==> src/rtl/dp_arb_pkg.sv <==
package dp_arb_pkg;

  typedef enum logic {
    WIN_LEFT  = 1'b0,
    WIN_RIGHT = 1'b1
  } win_e;

  // Winner selection: a continuing collision keeps its previous winner,
  // a sole holder keeps the location, otherwise left is preferred.
  function automatic win_e pick_winner(input logic l_held, input logic r_held,
                                       input win_e prev_win);
    win_e w;
    if (l_held && r_held)      w = prev_win;
    else if (r_held)           w = WIN_RIGHT;
    else                       w = WIN_LEFT;
    return w;
  endfunction

  // Write gate: pass only an enabled, requested, uninhibited write.
  function automatic logic gate_write(input logic ce, input logic wr,
                                      input logic inhibit);
    return ce & wr & ~inhibit;
  endfunction

endpackage

==> src/rtl/dp_port_stage.sv <==
module dp_port_stage #(
  parameter int ADDR_W = 11
) (
  input  logic              clk,
  input  logic              rst_n,
  input  logic              ce_i,
  input  logic [ADDR_W-1:0] addr_i,
  input  logic              wr_i,
  output logic              ce_q,
  output logic [ADDR_W-1:0] addr_q,
  output logic              wr_q,
  output logic              held_o
);

  logic              ce_p;
  logic [ADDR_W-1:0] addr_p;

  function automatic logic same_loc(input logic ca, input logic cb,
                                    input logic [ADDR_W-1:0] a,
                                    input logic [ADDR_W-1:0] b);
    return ca & cb & (a == b);
  endfunction

  always_ff @(posedge clk or negedge rst_n) begin
    if (!rst_n) begin
      ce_q   <= 1'b0;
      addr_q <= '0;
      wr_q   <= 1'b0;
      ce_p   <= 1'b0;
      addr_p <= '0;
    end else begin
      ce_q   <= ce_i;
      addr_q <= addr_i;
      wr_q   <= wr_i;
      ce_p   <= ce_q;
      addr_p <= addr_q;
    end
  end

  assign held_o = same_loc(ce_q, ce_p, addr_q, addr_p);

endmodule

==> src/rtl/dp_busy_arb.sv <==
module dp_busy_arb
  import dp_arb_pkg::*;
#(
  parameter int ADDR_W = 11
) (
  input  logic              clk,
  input  logic              rst_n,
  input  logic              l_ce_q,
  input  logic              r_ce_q,
  input  logic [ADDR_W-1:0] l_addr_q,
  input  logic [ADDR_W-1:0] r_addr_q,
  input  logic              l_held,
  input  logic              r_held,
  output logic              collide,
  output logic              busy_l,
  output logic              busy_r
);

  win_e win_q;
  win_e win_now;

  assign collide = l_ce_q & r_ce_q & (l_addr_q == r_addr_q);
  assign win_now = pick_winner(l_held, r_held, win_q);

  always_ff @(posedge clk or negedge rst_n) begin
    if (!rst_n) win_q <= WIN_LEFT;
    else        win_q <= win_now;
  end

  assign busy_l = collide & (win_now == WIN_RIGHT);
  assign busy_r = collide & (win_now == WIN_LEFT);

endmodule

==> src/rtl/dp_wr_gate.sv <==
module dp_wr_gate
  import dp_arb_pkg::*;
(
  input  logic slave_mode,
  input  logic ce_q,
  input  logic wr_q,
  input  logic busy_master,
  input  logic busy_ext,
  output logic inhibit,
  output logic we
);

  assign inhibit = slave_mode ? busy_ext : busy_master;
  assign we      = gate_write(ce_q, wr_q, inhibit);

endmodule

==> src/rtl/dp_collide_arb.sv <==
module dp_collide_arb #(
  parameter int ADDR_W = 11
) (
  input  logic              clk,
  input  logic              rst_n,
  input  logic              slave_mode,
  input  logic              l_ce,
  input  logic [ADDR_W-1:0] l_addr,
  input  logic              l_wr,
  input  logic              r_ce,
  input  logic [ADDR_W-1:0] r_addr,
  input  logic              r_wr,
  input  logic              busy_l_in,
  input  logic              busy_r_in,
  output logic              busy_l_out,
  output logic              busy_r_out,
  output logic              l_we,
  output logic              r_we
);

  localparam int NPORT = 2;
  localparam int LEFT  = 0;
  localparam int RIGHT = 1;

  logic [NPORT-1:0]             ce_in, wr_in, ce_q, wr_q, held;
  logic [NPORT-1:0][ADDR_W-1:0] addr_in, addr_q;
  logic [NPORT-1:0]             busy_m, busy_x, inhibit, we;
  logic                         collide;
  logic                         arb_busy_l, arb_busy_r;

  assign ce_in   = {r_ce, l_ce};
  assign wr_in   = {r_wr, l_wr};
  assign addr_in = {r_addr, l_addr};
  assign busy_x  = {busy_r_in, busy_l_in};

  generate
    for (genvar g = 0; g < NPORT; g++) begin : g_port
      dp_port_stage #(.ADDR_W(ADDR_W)) u_stage (
        .clk    (clk),
        .rst_n  (rst_n),
        .ce_i   (ce_in[g]),
        .addr_i (addr_in[g]),
        .wr_i   (wr_in[g]),
        .ce_q   (ce_q[g]),
        .addr_q (addr_q[g]),
        .wr_q   (wr_q[g]),
        .held_o (held[g])
      );

      dp_wr_gate u_gate (
        .slave_mode  (slave_mode),
        .ce_q        (ce_q[g]),
        .wr_q        (wr_q[g]),
        .busy_master (busy_m[g]),
        .busy_ext    (busy_x[g]),
        .inhibit     (inhibit[g]),
        .we          (we[g])
      );
    end
  endgenerate

  dp_busy_arb #(.ADDR_W(ADDR_W)) u_arb (
    .clk      (clk),
    .rst_n    (rst_n),
    .l_ce_q   (ce_q[LEFT]),
    .r_ce_q   (ce_q[RIGHT]),
    .l_addr_q (addr_q[LEFT]),
    .r_addr_q (addr_q[RIGHT]),
    .l_held   (held[LEFT]),
    .r_held   (held[RIGHT]),
    .collide  (collide),
    .busy_l   (arb_busy_l),
    .busy_r   (arb_busy_r)
  );

  assign busy_m     = {arb_busy_r, arb_busy_l};
  assign busy_l_out = ~slave_mode & arb_busy_l;
  assign busy_r_out = ~slave_mode & arb_busy_r;
  assign l_we       = we[LEFT];
  assign r_we       = we[RIGHT];

endmodule

==> config.mk <==
export PLATFORM = sky130hd
export DESIGN_NAME = dp_collide_arb
export DESIGN_NICKNAME = d
export VERILOG_FILES = /design/src/rtl/dp_arb_pkg.sv /design/src/rtl/dp_port_stage.sv /design/src/rtl/dp_busy_arb.sv /design/src/rtl/dp_wr_gate.sv /design/src/rtl/dp_collide_arb.sv
export SDC_FILE = /design/constraint.sdc
export NUM_CORES = 1
export LEC_CHECK = 0
export ABC_CLOCK_PERIOD_IN_PS = 2100
export BUFFER_PORTS_ARGS = -buffer_cell sky130_fd_sc_hd__buf_4
export CORE_AREA = 2 2 61 63
export DETAILED_ROUTE_END_ITERATION = 8
export DIE_AREA = 0 0 63 65
export PLACE_DENSITY = 0.82
export SYNTH_ARGS = -nofsm -noshare
export SYNTH_HDL_FRONTEND = slang
export SYNTH_SLANG_ARGS = --single-unit
==> constraint.sdc <==
create_clock -name clk -period 2.1 [get_ports clk]
set_clock_uncertainty 0.15 [all_clocks]
set_input_delay 0.315 -clock clk [delete_from_list [all_inputs] [get_ports clk]]
set_output_delay 0.315 -clock clk [all_outputs]
set_load 0.01 [all_outputs]
==> out/qor.txt, run 1 <==
Gpl congestion: 0.849
Synth-to-Final Area Change: 41.1%
Vias per Instance: 4.58
Max rail drop VDD: 0.000354 V
Nets@finish: 212
Max FO, Critical Path: 4
Hold path cells: 0
Final non-filler cell total: 228
Initial Utilization: 49.4%
Status: finished, violations left
Leak: 1.11 nW
Initial antenna violation count: 0
Worst slew pin tran: 0.611 ns
Ant diodes: 0
Pre-CTS WS: -0.00745 ns
Syn. warnings: 0
DIE WIDTH: 63 um
Reg2Reg Depth: 6
Post-Syn Nets: 138
Fin crit period: 2.47 ns
Switching Share: 22.9%
# setup viols final: 4
DRC: 0
Core area: 3500 sq um
Buffers & Inverters on Critical Path: 1
Crit Path Category: reg -> out
Max Slew Vio Count: 0
Critical-path cell list: xor2_1, nor4_2, nand3_1, a31oi_4, o2111a_1, buf_4
Die Area: 4100 sq um
Critical Path End: r_we
Int Power: 1.26 mW
Crit path launch: g_port[1].u_stage.addr_q[4]$_DFF_PN0_
Most frequent cells in the layout: 51 x dfrtp_1, 40 x buf_4, 31 x xor2_1
CTS clk-pin slew, worst paths: 0.12 ns
Overall Power: 1.63 mW
Clock net sink count: 51
Worst R2R Setup Slack: 0.34 ns
Max stage delay on crit path: 0.41 ns
Most common cell after layout, fill and taps aside: dfrtp_1
Antenna viol nets, final: 0
Slowest-stage cell, CP: dfrtp_1
Global route hottest layer: met2
Met3 global-route usage: 5.38%
R2R Path End: u_arb.win_q$_DFF_PN0_
First-pass GRT wire length: 5480 um
Number of cells on the critical path: 6
Syn Inst Count: 107
Combinational fraction of design power: 11.3%
Gr ovfl total: 0
Clk buf depth: 2
Register area: 1280 sq um
Crit path max-delay family: simple AND/OR/NAND/NOR gates
Clk root buf: clkbuf_4
Clk network pwr share: 23.4%
CP endpoint kind: output port
Clock Latency Late Sink: 0.35 ns
Slew headroom: 59.3%
Sequential power share: 65.3%
Final cycle utilization of the critical path: 118%
# IOs: 35
Final Hold Vio Count: 0
H-tree depth: 2
All-Layer GR Usage: 17.9%
Syn Std Cell Area: 1730 sq um
Pwr Density: 670 nW/um^2
CP required: 1.63 ns
RSZ-0062 raised after global routing: yes
CTS tree: yes
Final wirelength: 3160 um
HPWL Detailed: 2030 um
Post-DR wirelength/cell: 13.9 um
Post-synth cell types: 15
Worst hold path type: reg -> reg
Initial DRC count: 34
Inserted Clock Buffers: 5
Die span in y: 65 um
Worst reg2reg startpoint: g_port[1].u_stage.addr_q[4]$_DFF_PN0_
Register area share after synthesis: 73.9%
Layout cells sized above 1: 30.6%
Met1 Usage GRT: 22.5%
Arrival time worst endpoint: 2.01 ns
Max Cap Viol: 0
Vias in the first global route: 1169
P_sw: 375 uW
Total Neg Setup Slack: -1.36 ns
Total vias in the final route: 1045
First-pass DRT Iterations: 3
FF+latch count, synth: 51
Largest net degree at the start of global routing: 52
Area of the multi-input gates: 490 sq um
CP Launch Type: flop
Worst Slack Setup Final: -0.371 ns
Max frequency: 405 MHz
Port buffer count: 34
Fillers: 244
Finished Core Util: 69.8%
Rows: 22
Failing checks: setup timing
Placed insts: 190
GR met2 Demand/Resource: 29.8%
Syn avg cell area: 16.1 sq um
synth_stat cells:
cell type / instances / area share [%]
nor2_1: 1 / 0.22
a21oi_1: 1 / 0.29
o2111a_1: 1 / 0.65
nor3_1: 2 / 0.58
nor4_1: 4 / 1.4
nor4_2: 3 / 2.2
nand2_1: 3 / 0.65
nand3_1: 3 / 0.87
xor2_1: 31 / 16
and3_1: 1 / 0.36
and2_2: 1 / 0.43
nand4b_1: 2 / 1.0
a31oi_2: 1 / 0.72
xnor2_1: 2 / 1.0
dfrtp_1: 51 / 74
kinds of logic (layout without fill, tap and decap cells):
logic type	count (synthesis)	count (layout)	share of synthesized area [%]
compound gates	3	3	1.67
xor+xnor	33	33	16.7
buf+inv	0	73	0
flops	51	51	73.9
simple gates	20	20	7.75
stage by stage:
stage          instance area, sq um  hold WS, ns
3_3_place_gp                   2050        0.206
3_5_place_dp                   2050        0.219
2_1_floorplan                  1730       -0.131
4_1_cts                        2430        0.303
5_1_grt                        2440        0.317
6_report                       2440        0.295
how the worst min path moves through the flow:
stage	from	end	slack, ns
finish	g_port[1].u_stage.addr_q[9]$_DFF_PN0_	g_port[1].u_stage.addr_p[9]$_DFF_PN0_	0.29
global placement	rst_n	g_port[0].u_stage.addr_p[1]$_DFF_PN0_	0.21
global route	g_port[1].u_stage.addr_q[9]$_DFF_PN0_	g_port[1].u_stage.addr_p[9]$_DFF_PN0_	0.32
detailed placement	rst_n	g_port[1].u_stage.addr_p[1]$_DFF_PN0_	0.22
CTS	g_port[1].u_stage.ce_q$_DFF_PN0_	g_port[1].u_stage.ce_p$_DFF_PN0_	0.30
floorplan	rst_n	g_port[0].u_stage.addr_p[0]$_DFF_PN0_	-0.13
state kept, by name, summed over array words and instances (netlist names):
| signal | count |
|---|---|
| g_port.u_stage.ce_q | 2 |
| g_port.u_stage.ce_p | 2 |
| u_arb.win_q | 1 |
| g_port.u_stage.addr_q | 22 |
| g_port.u_stage.addr_p | 22 |
| g_port.u_stage.wr_q | 2 |
routing by layer:
metal / wire (um) / up-vias
li1: - / 498
met1: 1390 / 510
met2: 1590 / 31
met3: 141 / 6
met4: 41 / 0
met5: 0 / -
power groups by stage:
| stage | registers, mW | logic [mW] | clock network, mW |
|---|---|---|---|
| after floorplan | 1.08 | 0.0542 | 0 |
| after global placement | 1.08 | 0.128 | 0 |
| after detailed placement | 1.09 | 0.131 | 0 |
| after CTS | 1.07 | 0.185 | 0.401 |
| after global routing | 1.07 | 0.203 | 0.455 |
| final | 1.07 | 0.184 | 0.382 |
final cells by class:
class	count	share of cell area [%]
sequential	51	52.3
timing repair buffer	67	23.4
multi-input combinational	56	20.1
tap	48	2.46
clock buffer	6	1.69
timing repair:
action	CTS	global route
endpoints found under the setup margin	4	4
hold endpoints to repair	77	0
gates resized for setup	6	0
buffers inserted	4	1
hold buffers	27	0
pin swaps	4	2
(Power assumes the default switching activity.)
==> run 2: changes to the inputs <==
- ABC_AREA: unset -> 1
- CORE_AREA: 2 2 61 63 -> 2 2 66 68
- DIE_AREA: 0 0 63 65 -> 0 0 68 70
- PLACE_DENSITY: 0.82 -> 0.83
- SLEW_MARGIN: unset -> 20
==> run 2 against run 1 <==
The flow still finishes with violations (setup timing). First-iteration DRC count rose to 2.9 times the previous value. Sequential share of layout area is 9.5 points lower. Routed wire length is 50% higher. Power grew 18%. Global-route usage is 3.9 points higher. Core utilization is 2.9 points higher. Hold slack worse by 0.0093 ns. Clock power up 48%. Synthesized cell count is 120% higher. Sequential power hardly changed.
==> out/qor.txt, run 2 <==
Status: finished, violations left
Failing checks: setup timing
Adder-cell share of the synthesized area: 0%
CTS clk-pin slew, worst paths: 0.09 ns
Final cycle utilization of the critical path: 103%
Vias in the first global route: 1821
Gr ovfl total: 0
Syn Std Cell Area: 2120 sq um
Final Hold Vio Count: 0
Area of the multi-input gates: 855 sq um
Vias per Instance: 4.91
Largest net degree at the start of global routing: 52
HPWL Detailed: 3070 um
Synth top cells by count: 83 x nand2_1, 51 x dfrtp_1, 34 x inv_1, 19 x nor2_1, 14 x xnor2_1
DRC: 0
Syn Inst Count: 239
Reg2Reg Depth: 6
Fin crit period: 2.16 ns
Leak: 1.48 nW
Core area: 4140 sq um
Syn. warnings: 0
Crit Path Category: reg -> out
Worst slew pin tran: 0.603 ns
Main combinational cell family by area after synthesis: simple AND/OR/NAND/NOR gates
Die span in y: 70 um
FF+latch count, synth: 51
Register area: 1290 sq um
Initial Utilization: 51.3%
Max Cap Viol: 0
Clock net sink count: 51
Clock Latency Late Sink: 0.31 ns
Most frequent cell after synthesis: nand2_1
Pwr Density: 642 nW/um^2
Fillers: 301
Multiplexer share of the synthesized area: 0%
Worst hold path type: reg -> reg
Antenna viol nets, final: 0
First-pass DRT Iterations: 4
Synth-to-Final Area Change: 41.8%
Finished Core Util: 72.7%
Worst reg2reg startpoint: g_port[0].u_stage.addr_q[8]$_DFF_PN0_
Post-synth ARST share: 100%
Leading area contributor after synthesis: dfrtp_1
Clk root buf: clkbuf_8
Layout cells sized above 1: 35.8%
Pre-CTS WS: 0.219 ns
Gpl congestion: 0.986
Simple-gate area share of the yosys netlist: 25.2%
Final wirelength: 4740 um
Port buffer count: 34
Die Area: 4760 sq um
Most frequent cells in the layout: 68 x nand2_1, 39 x dfrtp_1, 38 x buf_4
CTS tree: yes
Register area share after synthesis: 60.1%
Nets@finish: 343
Clk buf depth: 2
Hold Path Origin: g_port[1].u_stage.addr_q[5]$_DFF_PN0_
CP endpoint kind: output port
Synth Area in Compound Gates: 1.65%
Max FO, Critical Path: 5
Hold path cells: 0
Inserted Clock Buffers: 5
Syn avg cell area: 8.89 sq um
Synth Area in XOR/XNOR: 6.18%
Critical-path cell list: xnor2_1, nand2_1, nor2_1, nand3b_1, a21oi_2, buf_4
Slew headroom: 59.8%
Max frequency: 462 MHz
Post-synth cell types: 17
Slowest-stage cell, CP: dfrtp_1
RSZ-0062 raised after global routing: yes
Max rail drop VDD: 0.000588 V
Top-area cell type share of the netlist area: 60.1%
Biggest regs: g_port.u_stage.addr_p x22, g_port.u_stage.addr_q x22
H-tree depth: 2
Total vias in the final route: 1791
Post-DR wirelength/cell: 13.0 um
Arrival time worst endpoint: 1.70 ns
Hold Path Sink: g_port[1].u_stage.addr_p[5]$_DFF_PN0_
CP Launch Type: flop
Ranking of synthesized cells by area: dfrtp_1 60%, nand2_1 15%, inv_1 6.0%, xnor2_1 5.8%, nor2_1 3.4%
Initial DRC count: 98
Rows: 24
All-Layer GR Usage: 21.8%
Max stage delay on crit path: 0.44 ns
First-pass GRT wire length: 7650 um
# IOs: 35
Post-synth EDFFs: 0
# setup viols final: 4
Post-Syn Nets: 270
R2R Path End: u_arb.win_q$_DFF_PN0_
CP required: 1.63 ns
Ys flop type: dfrtp_1
Initial antenna violation count: 0
Worst Slack Setup Final: -0.0622 ns
DIE WIDTH: 68 um
Max Slew Vio Count: 0
Most common cell after layout, fill and taps aside: nand2_1
Ant diodes: 0
Worst R2R Setup Slack: 0.60 ns
run 2: cell count changes after synthesis, sizes merged, moves of 4 or more:
cell   delta
xnor2    +12
inv      +38
nor4      -7
nand4     +8
nand3     +4
nand2    +82
nor2     +21
xor2     -30
a21oi     +5
run 2: critical path, delay by kind of cell, from the launching register on:
kind	cells	cell delay (ns)
and+or+nand+nor	3	0.37
DFF	1	0.44
AOI/OAI and AO/OA	1	0.17
xor gates and xnor gates	1	0.27
buffers and inverters	1	0.14
run 2: kinds of logic after synthesis:
logic type,after synthesis
xor+xnor,15
buf+inv,39
simple gates,127
flops,51
compound gates,7
run 2: what timing repair did:
item                                    in CTS  in global routing
endpoints found under the setup margin       4                  4
hold buffers                                27                  0
resized for setup                           16                 46
hold endpoints to repair                    77                  0
setup buffers                                2                  3
pin swaps                                    6                 13
run 2: per-layer routing:
metal,up-vias,global-route usage [%],part of all wire [%]
li1,870,-,-
met1,838,25.6,39
met2,64,35.0,51
met3,19,6.76,5.9
met4,0,11.8,3.6
met5,-,0,0
run 2: worst max-delay path by stage:
| stage | from | endpoint | slack [ns] |
|---|---|---|---|
| detailed placement | g_port[1].u_stage.addr_q[8]$_DFF_PN0_ | r_we | 0.22 |
| global placement | g_port[1].u_stage.addr_q[8]$_DFF_PN0_ | r_we | 0.21 |
| floorplan | g_port[1].u_stage.addr_q[8]$_DFF_PN0_ | r_we | 0.49 |
| global route | g_port[1].u_stage.ce_q$_DFF_PN0_ | r_we | -0.17 |
| CTS | g_port[1].u_stage.addr_q[6]$_DFF_PN0_ | r_we | -0.005 |
| finish | g_port[0].u_stage.addr_q[8]$_DFF_PN0_ | busy_r_out | -0.06 |
run 2: per-stage QoR:
step | power [mW] | hold slack (ns) | cells | setup TNS [ns] | cell area, sq um
4_1_cts | 1.91 | 0.284 | 362 | -0.00491 | 2870
3_5_place_dp | 1.30 | 0.218 | 325 | 0 | 2440
3_3_place_gp | 1.29 | 0.213 | 325 | 0 | 2440
6_report | 1.93 | 0.286 | 365 | -0.176 | 3010
2_1_floorplan | 1.20 | -0.131 | 239 | 0 | 2120
5_1_grt | 2.03 | 0.309 | 365 | -0.608 | 3010
run 2: where the power goes:
| part | leakage [nW] | internal, mW | switching, mW |
|---|---|---|---|
| registers | 0.585 | 1.03 | 0.0506 |
| logic | 0.855 | 0.147 | 0.136 |
| clock network | 0.0418 | 0.240 | 0.328 |
run 2: cell type report:
cell class	instances	share of cell area, %
Clock buffer	6	2.41
Clock inverter	2	0.540
Inverter	39	4.86
Sequential cell	51	42.9
Timing Repair Buffer	66	18.8
Multi-Input combinational cell	149	28.4
Tap cell	52	2.16
